**config.mk**
```make
export PLATFORM = sky130hd
export DESIGN_NAME = wake_seq_gen
export DESIGN_NICKNAME = d
export VERILOG_FILES = /design/src/rtl/wake_pkg.sv /design/src/rtl/wake_phase_table.sv /design/src/rtl/wake_tick_timer.sv /design/src/rtl/wake_seq_fsm.sv /design/src/rtl/wake_seq_gen.sv
export SDC_FILE = /design/constraint.sdc
export NUM_CORES = 1
export LEC_CHECK = 0
export CAP_MARGIN = 20
export CORE_MARGIN = 2
export CORE_UTILIZATION = 50
export CTS_CLUSTER_DIAMETER = 200
export DETAILED_ROUTE_END_ITERATION = 16
export DONT_BUFFER_PORTS = 1
export PLACE_DENSITY_LB_ADDON = 0.2
export SLEW_MARGIN = 25
export SYNTH_ARGS = -nofsm -noshare
export SYNTH_HDL_FRONTEND = slang
export SYNTH_HIERARCHICAL = 1
export SYNTH_SLANG_ARGS = --single-unit
```
**constraint.sdc**
```tcl
create_clock -name clk -period 4.2 [get_ports clk]
set_input_delay 0.21 -clock clk [delete_from_list [all_inputs] [get_ports clk]]
set_output_delay 0.21 -clock clk [all_outputs]
set_load 0.01 [all_outputs]
```
**src/rtl/wake_pkg.sv**
```systemverilog
package wake_pkg;

    typedef enum logic [1:0] {
        ST_IDLE     = 2'd0,
        ST_RUN      = 2'd1,
        ST_DISPATCH = 2'd2,
        ST_CAPTURE  = 2'd3
    } wake_state_t;

    localparam int unsigned PHASE_COUNT = 7;
    localparam int unsigned PHASE_W     = $clog2(PHASE_COUNT);
    localparam int unsigned MODE_W      = 2;

    // Folds the unused code onto the raw capture mode
    function automatic logic [MODE_W-1:0] legal_mode(input logic [MODE_W-1:0] m);
        return (m == 2'd3) ? 2'd0 : m;
    endfunction

endpackage

```
**src/rtl/wake_phase_table.sv**
```systemverilog
module wake_phase_table
    import wake_pkg::*;
#(
    parameter int unsigned SHORT_BURST_US = 740,
    parameter int unsigned LONG_BURST_US  = 3330,
    parameter int unsigned GAP_US         = 2035,
    parameter int unsigned TAIL_US        = 1000,
    parameter int unsigned DUR_W          = 12
) (
    input  logic [PHASE_W-1:0] phase_i,
    output logic [DUR_W-1:0]   dur_o,
    output logic               burst_o
);

    // Even phases drive the carrier, odd phases are gaps
    assign burst_o = ~phase_i[0];

    always_comb begin
        unique case (phase_i)
            3'd0, 3'd4:       dur_o = DUR_W'(SHORT_BURST_US);
            3'd2:             dur_o = DUR_W'(LONG_BURST_US);
            3'd1, 3'd3, 3'd5: dur_o = DUR_W'(GAP_US);
            default:          dur_o = DUR_W'(TAIL_US);
        endcase
    end

    initial begin

        short_nonzero_chk: assert (SHORT_BURST_US > 0 && LONG_BURST_US > 0);

        gap_nonzero_chk: assert (GAP_US > 0 && TAIL_US > 0);
    end

endmodule

```
**src/rtl/wake_tick_timer.sv**
```systemverilog
module wake_tick_timer #(
    parameter int unsigned DUR_W = 12
) (
    input  logic             clk,
    input  logic             rst_n,
    input  logic             clear_i,
    input  logic             tick_i,
    input  logic [DUR_W-1:0] limit_i,
    output logic             done_o
);

    logic [DUR_W-1:0] cnt_q;

    assign done_o = tick_i && (cnt_q == limit_i - DUR_W'(1));

    always_ff @(posedge clk or negedge rst_n) begin
        if (!rst_n) begin
            cnt_q <= '0;
        end else if (clear_i || done_o) begin
            cnt_q <= '0;
        end else if (tick_i) begin
            cnt_q <= cnt_q + DUR_W'(1);
        end
    end


    cnt_below_limit_chk: assert property (@(posedge clk) disable iff (!rst_n)
        cnt_q < limit_i);


    no_tick_hold_chk: assert property (@(posedge clk) disable iff (!rst_n)
        (!tick_i && !clear_i) |=> $stable(cnt_q));

endmodule

```
**src/rtl/wake_seq_fsm.sv**
```systemverilog
module wake_seq_fsm
    import wake_pkg::*;
(
    input  logic               clk,
    input  logic               rst_n,
    input  logic               start_i,
    input  logic [MODE_W-1:0]  mode_i,
    input  logic               cap_done_i,
    input  logic               phase_done_i,
    input  logic               burst_i,
    output logic [PHASE_W-1:0] phase_o,
    output logic               timer_clear_o,
    output logic               carrier_en_o,
    output logic               cap_strobe_o,
    output logic [MODE_W-1:0]  cap_mode_o,
    output logic               busy_o
);

    localparam logic [PHASE_W-1:0] LAST_PHASE = PHASE_W'(PHASE_COUNT - 1);

    wake_state_t        state_q, state_d;
    logic [PHASE_W-1:0] phase_q;
    logic [MODE_W-1:0]  mode_q;

    // Next-state selection
    always_comb begin
        state_d = state_q;
        unique case (state_q)
            ST_IDLE:     if (start_i) state_d = ST_RUN;
            ST_RUN:      if (phase_done_i && phase_q == LAST_PHASE) state_d = ST_DISPATCH;
            ST_DISPATCH: state_d = ST_CAPTURE;
            ST_CAPTURE:  if (cap_done_i) state_d = ST_IDLE;
            default:     state_d = ST_IDLE;
        endcase
    end

    // State register
    always_ff @(posedge clk or negedge rst_n) begin
        if (!rst_n) state_q <= ST_IDLE;
        else        state_q <= state_d;
    end

    // Phase index and latched mode
    always_ff @(posedge clk or negedge rst_n) begin
        if (!rst_n) begin
            phase_q <= '0;
            mode_q  <= '0;
        end else begin
            if (state_q == ST_IDLE) begin
                phase_q <= '0;
                if (start_i) mode_q <= legal_mode(mode_i);
            end else if (state_q == ST_RUN && phase_done_i && phase_q != LAST_PHASE) begin
                phase_q <= phase_q + PHASE_W'(1);
            end
        end
    end

    // Outputs
    always_comb begin
        carrier_en_o  = 1'b0;
        cap_strobe_o  = 1'b0;
        busy_o        = 1'b1;
        timer_clear_o = 1'b1;
        unique case (state_q)
            ST_IDLE: begin
                busy_o = 1'b0;
            end
            ST_RUN: begin
                carrier_en_o  = burst_i;
                timer_clear_o = 1'b0;
            end
            ST_DISPATCH: begin
                carrier_en_o = 1'b1;
                cap_strobe_o = 1'b1;
            end
            ST_CAPTURE: begin
                carrier_en_o = 1'b1;
            end
            default: begin
                busy_o = 1'b0;
            end
        endcase
    end

    assign phase_o    = phase_q;
    assign cap_mode_o = mode_q;


    idle_quiet_chk: assert property (@(posedge clk) disable iff (!rst_n)
        !busy_o |-> (!carrier_en_o && !cap_strobe_o));


    start_accept_chk: assert property (@(posedge clk) disable iff (!rst_n)
        (!busy_o && start_i) |=> (busy_o && carrier_en_o));


    strobe_single_chk: assert property (@(posedge clk) disable iff (!rst_n)
        cap_strobe_o |=> (!cap_strobe_o && carrier_en_o));


    mode_legal_chk: assert property (@(posedge clk) disable iff (!rst_n)
        cap_strobe_o |-> (cap_mode_o != 2'd3));


    start_ignored_chk: assert property (@(posedge clk) disable iff (!rst_n)
        busy_o |=> $stable(cap_mode_o));


    drop_after_done_chk: assert property (@(posedge clk) disable iff (!rst_n)
        $fell(busy_o) |-> ($past(cap_done_i) && !carrier_en_o));


    phase_range_chk: assert property (@(posedge clk) disable iff (!rst_n)
        phase_q <= LAST_PHASE);

endmodule

```
**src/rtl/wake_seq_gen.sv**
```systemverilog
module wake_seq_gen
    import wake_pkg::*;
#(
    parameter int unsigned SHORT_BURST_US = 740,
    parameter int unsigned LONG_BURST_US  = 3330,
    parameter int unsigned GAP_US         = 2035,
    parameter int unsigned TAIL_US        = 1000
) (
    input  logic       clk,
    input  logic       rst_n,
    input  logic       start_i,
    input  logic [1:0] mode_i,
    input  logic       tick_us_i,
    input  logic       cap_done_i,
    output logic       carrier_en_o,
    output logic       cap_strobe_o,
    output logic [1:0] cap_mode_o,
    output logic       busy_o
);

    localparam int unsigned MAX_A  = (SHORT_BURST_US > LONG_BURST_US) ? SHORT_BURST_US : LONG_BURST_US;
    localparam int unsigned MAX_B  = (GAP_US > TAIL_US) ? GAP_US : TAIL_US;
    localparam int unsigned MAX_US = (MAX_A > MAX_B) ? MAX_A : MAX_B;
    localparam int unsigned DUR_W  = $clog2(MAX_US + 1);

    logic [PHASE_W-1:0] phase;
    logic [DUR_W-1:0]   phase_len;
    logic               phase_burst;
    logic               phase_done;
    logic               timer_clear;

    wake_phase_table #(
        .SHORT_BURST_US (SHORT_BURST_US),
        .LONG_BURST_US  (LONG_BURST_US),
        .GAP_US         (GAP_US),
        .TAIL_US        (TAIL_US),
        .DUR_W          (DUR_W)
    ) i_table (
        .phase_i (phase),
        .dur_o   (phase_len),
        .burst_o (phase_burst)
    );

    wake_tick_timer #(
        .DUR_W (DUR_W)
    ) i_timer (
        .clk     (clk),
        .rst_n   (rst_n),
        .clear_i (timer_clear),
        .tick_i  (tick_us_i),
        .limit_i (phase_len),
        .done_o  (phase_done)
    );

    wake_seq_fsm i_fsm (
        .clk           (clk),
        .rst_n         (rst_n),
        .start_i       (start_i),
        .mode_i        (mode_i),
        .cap_done_i    (cap_done_i),
        .phase_done_i  (phase_done),
        .burst_i       (phase_burst),
        .phase_o       (phase),
        .timer_clear_o (timer_clear),
        .carrier_en_o  (carrier_en_o),
        .cap_strobe_o  (cap_strobe_o),
        .cap_mode_o    (cap_mode_o),
        .busy_o        (busy_o)
    );

endmodule

```
==> results of run 1 <==
-- final timing paths --
check | cells after the start | slack (ns) | to | startpoint
min in group asynchronous | 2 | 0.37 | i_fsm/cap_mode_o[1] | rst_n
max in group asynchronous | 2 | 3.53 | i_timer/cnt_q[11] | rst_n
max | 12 | 0.62 | i_fsm/state_q[1] | i_fsm/phase_o[1]
min | 2 | 0.06 | i_fsm/cap_mode_o[0] | mode_i[0]
max reg2reg | 12 | 0.62 | i_fsm/state_q[1] | i_fsm/phase_o[1]
min reg2reg | 1 | 0.56 | i_fsm/phase_o[2] | i_fsm/phase_o[2]
-- timing repair --
action,CTS,global route
hold endpoints to repair,19,19
gates resized for setup,0,0
hold buffers,1,1
-- cell usage after synthesis, types with 5 or more instances --
master / number / area, µm²
buf_4: 5 / 37.54
dfrtp_1: 19 / 475.5
nand2b_1: 6 / 37.54
nand3_1: 8 / 40.04
ha_1: 8 / 100.1
xor2_1: 10 / 87.58
nand2_1: 7 / 26.28
inv_1: 12 / 45.04
o21ai_0: 5 / 25.02
a211oi_1: 13 / 97.59
xnor2_1: 12 / 105.1
nor2_1: 10 / 37.54
clkbuf_1: 6 / 22.52
-- power by group through the flow --
stage / sequential (mW) / clock, mW / combinational [mW]
floorplan: 0.251 / 0 / 0.126
global placement: 0.272 / 0 / 0.125
detailed placement: 0.272 / 0 / 0.129
CTS: 0.268 / 0.0988 / 0.135
global route: 0.277 / 0.105 / 0.156
finish: 0.268 / 0.0939 / 0.133
-- cells by family (layout without fill, tap and decap cells) --
group | after synthesis | count (layout)
AO/OA/AOI/OAI | 32 | 32
XOR/XNOR | 22 | 22
adder cells (fa/ha/maj) | 8 | 8
buffers and inverters | 27 | 22
flip-flops | 19 | 19
multiplexers | 6 | 6
AND/OR/NAND/NOR | 63 | 63
-- cell usage in the layout, fill, tap and decap left out, types with 5 or more instances in the layout --
cell type,instances
ha_1,8
dfrtp_1,19
nand2_1,7
inv_1,12
nand2b_1,6
xnor2_1,12
nand3_1,8
a211oi_1,13
nor2_1,10
xor2_1,10
o21ai_0,5
-- metal layers --
metal	vias up	GRT usage	wire length, µm
met4	0	0.04762	17
li1	612	-	-
met2	6	0.3354	1457
met3	2	0.03030	55
met1	594	0.2617	1478
met5	-	0	0
-- registers in the layout, summed over array words and instances, names as in the netlist --
| name | count |
|---|---|
| i_fsm/phase_o | 3 |
| i_timer/cnt_q | 12 |
| i_fsm/state_q | 2 |
| i_fsm/cap_mode_o | 2 |
-- through the flow --
| stage | util | instances |
|---|---|---|
| floorplan | - | 177 |
| global placement | 0.5174 | 210 |
| detailed placement | 0.5174 | 210 |
| CTS | 0.5293 | 215 |
| global route | 0.5310 | 216 |
| finish | 0.5310 | 216 |
-- layout make-up --
class	count	area [µm²]	area share
clock buffers	4	26.28	0.01634
inverters	14	52.55	0.03268
multi-input cells	131	968.4	0.6023
flip-flops and latches	19	475.5	0.2957
well taps	44	55.05	0.03424
repair buffers	4	30.03	0.01868
==> summary.md, run 1 <==
| Metric | Value |
|---|---|
| Critical path arrival | roughly 3.8 ns |
| Sinks on Clock Net | 19 |
| WHS | roughly 0.057 ns |
| Die H | between 60 and 70 µm |
| Drt initial violations | 63 |
| Port Buffers | 0 |
| Fmax achieved | between 0.2 and 0.3 GHz |
| Full die area | ~3600 µm² |
| DP HPWL | 2260 µm |
| RSZ-0062 raised after global routing | false |
| Distinct cell type count after synthesis | 47 |
| Post-synthesis sequential area ratio | 0.3023 |
| Largest family of logic cells by synthesized area | simple AND/OR/NAND/NOR gates |
| Simple-gate share of the synthesized area | 0.2371 |
| Synth Area in Adders | 0.06364 |
| Final Instance Area | about 1600 µm² |
| Reg power frac | 0.542 |
| Pin count of the biggest net entering global routing | 20 |
| Net Sw Frac | 0.3378 |
| ANT nets after route | 0 |
| Syn Nets | roughly 190 |
| DR pass1 iterations | 4 |
| Top_reg_cell synth | dfrtp_1 |
| Internal power | roughly 0.33 mW |
| Setup crit end kind | flip-flop |
| Critical path buffer and inverter count | 1 |
| CTS tree | yes |
| Max Cap Viol | 0 |
| Max Fanout on Critical Path | 7 |
| Clock slew at reported path FFs | between 0.1 and 0.15 ns |
| Post-Synth XOR/XNOR Area | 0.1225 |
| Row count | 20 |
| Cells after Synth | around 180 |
| Synth async-reset ratio | 1.000 |
| Proportion of synthesized area in mux cells | 0.04057 |
| Initial antenna violation count | 0 |
| Synthesized area per cell | 8.886 µm² |
| Global-route total usage across every layer | 0.1975 |
| Tmin final | 3.582 ns |
| Post-synth EDFFs | 0 |
| Share of layout cells above drive strength 1 | 0.09302 |
| Number of global-route vias before repair | roughly 1200 |
| Clock skew | 0.004726 ns |
| WP data required | around 4.4 ns |
| Crit-path leading delay family | simple AND/OR/NAND/NOR gates |
| H-tree depth | 1 |
| Setup ws final | between 0.6 and 0.7 ns |
| Synthesis-to-layout area growth | 2.227% |
| Worst slew pin tran | 0.6449 ns |
| WL/cell | 13.93 µm |
| Mapped Area | around 1600 µm² |
| IO Count | 12 |
| Leak | a little over 0.6 nW |
| GP Congestion | between 0.8 and 0.9 |
| Routed via count | about 1200 |
| Clock Latency Late Sink | a little under 0.3 ns |
| Diodes inserted | 0 |
| Syn. warnings | 6 |
| Cts bufs inserted | 3 |
| Area of the core | between 3000 and 4000 µm² |
| Slew Limit Fails | 0 |
| Crit path launch type | flip-flop |
| Clock power share | 0.190 |
| IR drop worst, VDD | 0.2294 mV |
| CP Cell Sequence | and2_2 > nor2_2 > inv_1 > ha_1 > nor2b_1 > or3_1 > a31oi_1 > nor4bb_1 > and2_1 > nand3_1 > a222oi_1 > mux2_1 |
| FILL cells | a little under 300 |
| Sw power | between 0.15 and 0.2 mW |
| CTS Root Cell | clkbuf_4 |
| Die extent in x | between 60 and 70 µm |
| Pwr/cell area | roughly 300 nW/µm² |
| Status | finished, final reports clean |
| WL final | between 3000 and 4000 µm |
| Starting Density | 0.5194 |
| Pwr Total | 0.4952 mW |
| DR DRC count | 0 |
| Final setup violation count | 0 |
| Max stage delay on crit path | approximately 0.47 ns |
| Grt total ovfl | 0 |
| Final setup TNS | 0 ns |
| DP Worst Slack | 0.6354 ns |
| Nets@finish | ~190 |
| Setup repair bufs after CTS | 0 |
| Min-Delay Path Class | in2reg |
| Placed cell area | roughly 1600 µm² |
| Final hold violations | 0 |
| Fin crit share | 0.8528 |
| Comb power frac | 0.268 |
| Deepest clock path buffer count | 2 |
| Synth Area in Compound Gates | 0.1519 |
| CP max-delay cell | dfrtp_1 |
| Crit Path Class | reg2reg |
| Slew HR | 0.5646 |
| First-pass GRT wire length | 5492 µm |
| #FFs+latches synth | 19 |
| Avg Vias per Cell | 5.620 |
Note: power is estimated with default switching activity, not from simulation.
==> run 2, diff against run 1 <==
==> constraint.sdc (replaced) <==
create_clock -name clk -period 3.8 [get_ports clk]
set_input_delay 0.19 -clock clk [delete_from_list [all_inputs] [get_ports clk]]
set_output_delay 0.19 -clock clk [all_outputs]
set_load 0.01 [all_outputs]
==> run 2 against run 1 <==
  * Global-route usage shrank 0.41 points
  * Clock power grew 9%
  * Die area is the same
  * Combinational power grew 9%
  * Non-clock buffer count grew 1
  * Routed wire length grew 1.1%
  * Critical path depth is the same
  * Critical path type unchanged
  * Critical endpoint unchanged
  * Power grew 9.7%
  * Maximum frequency grew 2.0%
  * Design area grew 0.70%
  * Final cell count grew 0.46%
  * Count of clock-buffer cells in the layout shrank 1
  * Highest routed layer unchanged
==> summary.md, run 2 (synthesis results as in run 1) <==
| Metric | Value |
|---|---|
| Status | finished, final reports clean |
| ANT nets after route | 0 |
| Beginning of the critical path | i_fsm/phase_o[1] |
| DR pass1 iterations | 4 |
| Port Buffers | 0 |
| Clock Latency Late Sink | slightly below 0.3 ns |
| Clock power share | 0.187 |
| Internal power | between 0.3 and 0.4 mW |
| Min-Delay Path Class | in2reg |
| Global-route total usage across every layer | 0.1934 |
| IR drop worst, VDD | between 0.2 and 0.3 mV |
| Nets@finish | 189 |
| Routed via count | between 1000 and 1500 |
| Sw power | ~0.18 mW |
| Most common cell after layout, fill and taps aside | dfrtp_1 |
| Fin crit share | 0.9242 |
| FILL cells | about 280 |
| Clock skew | between 0.007 and 0.008 ns |
| Reg2reg setup slack | 0.29 ns |
| Worst Setup EP | i_fsm/state_q[1] |
| Reg-to-Reg Start | i_fsm/phase_o[1] |
| Slew Limit Fails | 0 |
| Tmin final | 3.512 ns |
| WL final | 3042 µm |
| Sinks on Clock Net | 19 |
| Drt initial violations | 64 |
| H-tree depth | 1 |
| IO Count | 12 |
| Final setup TNS | 0 ns |
| Slew HR | 0.4457 |
| Clock slew at reported path FFs | 0.10 ns |
| Reg power frac | 0.546 |
| Crit path launch type | flip-flop |
| Setup crit end kind | flip-flop |
| Pwr Total | around 0.54 mW |
| CTS tree | yes |
| Pwr/cell area | around 340 nW/µm² |
| Max Fanout on Critical Path | 7 |
| RSZ-0062 raised after global routing | false |
| GP Congestion | ~0.90 |
| Crit Path Class | reg2reg |
| Most frequent cells in the layout | 19 x dfrtp_1, 13 x a211oi_1, 12 x inv_1, 12 x xnor2_1 |
| Synthesis-to-layout area growth | 2.943% |
| Final setup violation count | 0 |
| Avg Vias per Cell | around 5.7 |
| WL/cell | between 10 and 15 µm |
| Full die area | ~3600 µm² |
| Die H | 60.09 µm |
| FF+latch area | between 400 and 500 µm² |
| Number of global-route vias before repair | between 1000 and 1500 |
| Reg2reg path depth | 12 |
| DR DRC count | 0 |
| Max reg flops | 12 |
| Max Cap Viol | 0 |
| Initial antenna violation count | 0 |
| Comb power frac | 0.267 |
| Net Sw Frac | 0.3369 |
| Deepest clock path buffer count | 2 |
| Grt total ovfl | 0 |
| Leak | roughly 0.62 nW |
| First-pass GRT wire length | 5395 µm |
| R2r endpoint | i_fsm/state_q[1] |
| WP data required | between 3 and 4 ns |
| Largest Register | i_timer/cnt_q |
| Diodes inserted | 0 |
| Fmax achieved | between 0.2 and 0.3 GHz |
| Area of the core | approximately 3000 µm² |
| Critical path arrival | 3.69 ns |
| Starting Density | 0.5194 |
| Cts bufs inserted | 3 |
| Share of layout cells above drive strength 1 | 0.1040 |
| Row count | 20 |
| WHS | around 0.043 ns |
| Final hold violations | 0 |
| Multi-input combinational cell area | a little under 1000 µm² |
| Die extent in x | ~60 µm |
| Worst slew pin tran | a little over 0.8 ns |
| Pin count of the biggest net entering global routing | 20 |
| CTS Root Cell | clkbuf_4 |
| DP HPWL | 2350 µm |
==> run 2: stage by stage <==
stage / area (µm²) / util / std cells / setup WS (ns)
after floorplan: 1573 / - / 177 / 0.2059
after global placement: 1574 / 0.5198 / 211 / 0.4125
after detailed placement: 1574 / 0.5198 / 211 / 0.2229
after CTS: 1612 / 0.5322 / 216 / 0.2007
after global routing: 1619 / 0.5347 / 217 / 0.05123
final: 1619 / 0.5347 / 217 / 0.2882
==> run 2: routing by layer <==
layer	up-vias	share of wire	track usage
li1	619	-	-
met1	610	0.47	0.2573
met2	8	0.51	0.3230
met3	2	0.014	0.02814
met4	0	0.0053	0.05714
met5	-	0	0
==> run 2: worst min path at each step <==
stage	start	end	slack, ns	depth (start not counted)
finish	mode_i[0]	i_fsm/cap_mode_o[0]	0.04	2
global placement	rst_n	i_fsm/state_q[0]	-0.11	0
floorplan	rst_n	i_fsm/cap_mode_o[0]	-0.11	0
CTS	mode_i[0]	i_fsm/cap_mode_o[0]	0.03	2
global route	mode_i[0]	i_fsm/cap_mode_o[0]	0.05	2
detailed placement	rst_n	i_fsm/state_q[1]	-0.11	0
==> run 2: critical path: stages, from the launching register on <==
cell	delay, ns
dfrtp_1	0.46
and2_2	0.28
nor2_2	0.27
inv_1	0.08
ha_1	0.24
nor2b_1	0.15
or3_1	0.34
a31oi_1	0.17
nor4bb_1	0.38
and2_1	0.20
nand3_1	0.08
a222oi_1	0.39
mux2_1	0.37
==> run 2: final cells by class <==
cell class              count  area share
inverters                  14     0.03246
clock inverters             1    0.003091
repair buffers              5     0.02473
multi-input cells         131      0.5981
clock buffers               3     0.01391
well taps                  44     0.03400
flip-flops and latches     19      0.2937
==> run 2: power by group through the flow <==
| stage | registers (mW) | logic (mW) | clock network, mW |
|---|---|---|---|
| floorplan | 0.277 | 0.139 | 0 |
| finish | 0.296 | 0.145 | 0.102 |
| CTS | 0.295 | 0.146 | 0.107 |
| detailed placement | 0.299 | 0.139 | 0 |
| global placement | 0.300 | 0.140 | 0 |
| global route | 0.304 | 0.171 | 0.116 |
==> run 2: timing repair <==
action | in CTS | in global routing
setup buffers | 0 | 1
endpoints found under the hold margin | 19 | 0
endpoints found under the setup margin | 0 | 1
hold buffers | 1 | 0
resized for setup | 0 | 0
